`src/rtl/cic_dec_pkg.sv`:
```
package cic_dec_pkg;

  // Strobes from the phase control to the datapath.
  typedef struct packed {
    logic combEn;   // low-rate tick: difference stages and output register update
  } cicStrobes_t;

endpackage

```
`src/rtl/cic_dec_ctrl.sv`:
```
module cic_dec_ctrl
  import cic_dec_pkg::*;
#(
  parameter int DECIM = 16
) (
  input  logic        clk,
  input  logic        rst,
  output cicStrobes_t strobes
);

  localparam int PHASE_W = $clog2(DECIM);
  localparam logic [PHASE_W-1:0] LAST_PHASE = PHASE_W'(DECIM - 1);

  logic [PHASE_W-1:0] phaseQ;

  // DECIM is a power of two, so the phase wraps naturally.
  always_ff @(posedge clk) begin
    if (rst) phaseQ <= '0;
    else     phaseQ <= phaseQ + 1'b1;
  end

  always_comb begin
    strobes.combEn = (phaseQ == LAST_PHASE);
  end

endmodule

```
`src/rtl/cic_dec_dp.sv`:
```
module cic_dec_dp
  import cic_dec_pkg::*;
#(
  parameter int IN_W  = 4,
  parameter int ORDER = 4,
  parameter int DECIM = 16,
  parameter int OUT_W = 16
) (
  input  logic              clk,
  input  logic              rst,
  input  cicStrobes_t       strobes,
  input  logic [IN_W-1:0]   din,
  output logic [OUT_W-1:0]  dataOut,
  output logic              outValid
);

  localparam int LOG2D = $clog2(DECIM);
  localparam int ACC_W = IN_W + ORDER * LOG2D;
  localparam int DROP  = ACC_W - OUT_W;

  logic [ACC_W-1:0] dinExt;
  logic [ACC_W-1:0] integOut  [ORDER];
  logic [ACC_W-1:0] combChain [ORDER+1];

  assign dinExt = {{(ACC_W-IN_W){din[IN_W-1]}}, din};

  // Accumulator cascade: each stage adds the registered output of the one before.
  for (genvar g = 0; g < ORDER; g++) begin : g_integ
    logic [ACC_W-1:0] accQ;
    logic [ACC_W-1:0] accIn;
    if (g == 0) begin : g_first
      assign accIn = dinExt;
    end else begin : g_next
      assign accIn = integOut[g-1];
    end
    always_ff @(posedge clk) begin
      if (rst) accQ <= '0;
      else     accQ <= accQ + accIn;
    end
    assign integOut[g] = accQ;
  end

  assign combChain[0] = integOut[ORDER-1];

  // Differencing cascade at the low rate, one delay register per stage.
  for (genvar g = 0; g < ORDER; g++) begin : g_comb
    logic [ACC_W-1:0] dlyQ;
    always_ff @(posedge clk) begin
      if (rst)                 dlyQ <= '0;
      else if (strobes.combEn) dlyQ <= combChain[g];
    end
    assign combChain[g+1] = combChain[g] - dlyQ;
  end

  logic [OUT_W-1:0] outQ;
  logic             validQ;

  always_ff @(posedge clk) begin
    if (rst) begin
      outQ   <= '0;
      validQ <= 1'b0;
    end else begin
      validQ <= strobes.combEn;
      if (strobes.combEn) outQ <= OUT_W'(combChain[ORDER] >> DROP);
    end
  end

  assign dataOut  = outQ;
  assign outValid = validQ;

endmodule

```
`src/rtl/cic_decimator.sv`:
```
module cic_decimator
  import cic_dec_pkg::*;
#(
  parameter int IN_W  = 4,
  parameter int ORDER = 4,
  parameter int DECIM = 16,
  parameter int OUT_W = 16
) (
  input  logic             clk,
  input  logic             rst,
  input  logic [IN_W-1:0]  din,
  output logic [OUT_W-1:0] data_out,
  output logic             out_valid
);

  cicStrobes_t strobes;

  cic_dec_ctrl #(.DECIM(DECIM)) ctrl_i (
    .clk     (clk),
    .rst     (rst),
    .strobes (strobes)
  );

  cic_dec_dp #(
    .IN_W  (IN_W),
    .ORDER (ORDER),
    .DECIM (DECIM),
    .OUT_W (OUT_W)
  ) dp_i (
    .clk      (clk),
    .rst      (rst),
    .strobes  (strobes),
    .din      (din),
    .dataOut  (data_out),
    .outValid (out_valid)
  );

endmodule

```
`config.mk`:
```
export PLATFORM = sky130hd
export DESIGN_NAME = cic_decimator
export DESIGN_NICKNAME = d
export VERILOG_FILES = /design/src/rtl/cic_dec_pkg.sv /design/src/rtl/cic_dec_ctrl.sv /design/src/rtl/cic_dec_dp.sv /design/src/rtl/cic_decimator.sv
export SDC_FILE = /design/constraint.sdc
export NUM_CORES = 1
export LEC_CHECK = 0
export ABC_AREA = 1
export BUFFER_PORTS_ARGS = -buffer_cell sky130_fd_sc_hd__buf_2
export CAP_MARGIN = 15
export CORE_UTILIZATION = 35
export CTS_CLUSTER_DIAMETER = 120
export CTS_CLUSTER_SIZE = 8
export DETAILED_ROUTE_END_ITERATION = 8
export PLACE_DENSITY = 0.58
export SETUP_SLACK_MARGIN = 0.4
export SLEW_MARGIN = 30
export SYNTH_ARGS = -nofsm -noshare
export SYNTH_HDL_FRONTEND = slang
export SYNTH_SLANG_ARGS = --single-unit
```
`constraint.sdc`:
```
create_clock -name clk -period 7.6 [get_ports clk]
set_input_delay 1.52 -clock clk [delete_from_list [all_inputs] [get_ports clk]]
set_output_delay 1.52 -clock clk [all_outputs]
set_load 0.005 [all_outputs]
```
==> flow_metrics.tcl <==
set metrics [dict create \
    critPathMaxFanout 5 \
    routed_wl_mm 32.6 \
    final_antenna_net_count 0 \
    diodes 0 \
    htreeDepth 4 \
    syn_inst 1850 \
    avgViaCountPerCell 5.08 \
    crit_buf_inv 7 \
    cpPeakStageDelay_ns 0.48 \
    post-cts-setup-buffer-count 0 \
    antenna_found_initial 0 \
    cpLargestDelayFamily "simple AND/OR/NAND/NOR gates" \
    die_w_um 195 \
    die_area_um2 38000 \
    crit_required_ns 7.97 \
    rsz0062_at_grt "false" \
    clk_pin_slew_ns 0.07 \
    syn2layout_area_growth_pct 9.70 \
    cts_hold_buf 0 \
    first_pass_iters 5 \
    fin_skew_ns 0.0168 \
    port_buffers 22 \
    grt_pass1_wl_mm 55.0 \
    cts.sinks 181 \
    syn_avg_cell_area_um2 7.04 \
    min_period_ns 6.37 \
    cts_max_path_buffers 2 \
    ys_types 50 \
    drt_iter0_drc 755 \
    overflow 0 \
    die_y_um 195 \
    hold_viol_final 0 \
    wire_per_inst_um 14.0 \
    slew-limit-headroom_pct 40.6 \
    root_buffer "clkbuf_16" \
    num_io_pins 23 \
    synth_seq_cells 181 \
    row_count 70 \
    start_kind "register" \
    coreArea_um2 36600 \
    slew_violations 0 \
    cts_buffers 17 \
    rrSetupSlack_ns 1.23 \
    grt_pass1_vias 11426 \
    fin_tns_setup_ns 0 \
    regArea_um2 3620 \
    syn-cell-area_um2 13000 \
    drive_above_1_share_pct 5.83 \
    routabilityCongestion 0.929 \
    slowest_stage "nor4_1" \
    period_share_pct 83.8 \
    status "complete, no violations" \
    grt_max_degree 102 \
    fmax_ghz 0.157 \
    remaining_drc_errors 0 \
    route.vias.total 11881 \
    max-cap-violations 0 \
    initial_core_util_pct 35.6 \
    yosys_warnings 0 \
    hp-class "register to register" \
    cpMostUsedCell "inv_1" \
    setup-violations-final 0 \
    dpl.hpwl_mm 25.6 \
    multi_input_area_um2 8090 \
    crit_arrival_ns 6.74 \
    cts_tree "built" \
    worstSetupEndpointType "register" \
    crit_type "register to register" \
    ys_seq_area_share_pct 27.8 \
    nets 2022 \
    cts_resized 0 \
    fillerInstances 3839 \
    clock_latency_ns 0.44 \
    tightest_slew_ns 0.892 \
    mappedNetlistNets 2015 \
    gr-usage-all-layers_pct 17.7 \
]
[through the flow]
step / instance area (µm²) / setup WS [ns] / cells / hold WS [ns] / util [%]
2_1_floorplan: 13000 / 2.31 / 1850 / 0.418 / -
3_3_place_gp: 13600 / 1.22 / 2306 / 0.433 / 37.2
3_5_place_dp: 13600 / 1.29 / 2306 / 0.438 / 37.2
4_1_cts: 14300 / 1.25 / 2338 / 0.455 / 39.0
5_1_grt: 14300 / 0.539 / 2338 / 0.485 / 39.0
6_report: 14300 / 1.23 / 2338 / 0.447 / 39.0
[cells by family (layout without fill, tap and decap cells)]
family | Yosys count | count (layout) | share of synthesized area [%]
AO/OA/AOI/OAI | 618 | 618 | 26.1
AND/OR/NAND/NOR | 484 | 484 | 16.1
buffers and inverters | 346 | 366 | 10.0
flip-flops | 181 | 181 | 27.8
adder cells (fa/ha/maj) | 159 | 159 | 15.7
XOR/XNOR | 62 | 62 | 4.23
[layer usage]
metal  track usage, %  part of all wire [%]
met5                0                     0
met2             30.1                    46
met4             5.45                   1.7
met3             2.39                   3.1
met1             23.0                    49
[cells in the final DEF, fill, tap and decap left out, types with 22 or more instances in the layout]
| master | n |
|---|---|
| a21oi_1 | 288 |
| buf_2 | 22 |
| dfxtp_1 | 181 |
| ha_1 | 152 |
| inv_1 | 300 |
| nand2_1 | 245 |
| nand3_1 | 60 |
| nor2_1 | 104 |
| nor3_1 | 23 |
| o21ai_0 | 190 |
| o21ai_1 | 29 |
| xor2_1 | 45 |
[Yosys cell counts (all sizes together)]
cell	number	area, µm²
clkbuf	32	120
a21o	10	75.1
buf	6	26.3
nand3	65	350
o221a	2	22.5
o21bai	11	82.6
nand2	255	992
o21ai	225	1150
a21oi	296	1510
or2	2	12.5
nor3b	5	37.5
fa	7	140
dfxtp	181	3620
a221oi	3	32.5
clkinv	1	3.75
inv	307	1150
nor3	23	115
o31ai	7	52.6
xor2	45	394
a21boi	9	71.3
and2	1	6.26
xnor2	17	156
nand3b	2	15.0
nor2	109	432
nor4	8	50.1
o2111ai	2	17.5
a211oi	5	37.5
a31o	2	17.5
o21a	19	143
a31oi	13	81.3
ha	152	1900
nand4	14	87.6
o211ai	14	110
[area by class of cell]
| class | count | share of cell area (%) |
|---|---|---|
| Clock buffer | 18 | 3.07 |
| Tap cell | 468 | 4.10 |
| Timing Repair Buffer | 26 | 0.981 |
| Clock inverter | 14 | 1.71 |
| Multi-Input combinational cell | 1323 | 56.7 |
| Inverter | 308 | 8.12 |
| Sequential cell | 181 | 25.4 |
[registers in the layout, indices dropped and copies added (netlist names)]
| signal | count |
|---|---|
| dp_i.g_integ.accQ | 80 |
| ctrl_i.phaseQ | 4 |
| dp_i.g_comb.dlyQ | 80 |
| dp_i.outValid | 1 |
| dp_i.dataOut | 16 |
[final timing paths]
path,startpoint,end,cells past startpoint
min,ctrl_i.phaseQ[0]$_SDFF_PP0_,ctrl_i.phaseQ[0]$_SDFF_PP0_,1
max reg2reg,dp_i.g_integ[3].accQ[0]$_SDFF_PP0_,dp_i.dataOut[14]$_SDFFE_PP0P_,34
max,dp_i.g_integ[3].accQ[0]$_SDFF_PP0_,dp_i.dataOut[14]$_SDFFE_PP0P_,34
min reg2reg,ctrl_i.phaseQ[0]$_SDFF_PP0_,ctrl_i.phaseQ[0]$_SDFF_PP0_,1
Power is not shown: default switching activity piles up to over one toggle a cycle in this logic, so the estimate is an artifact.
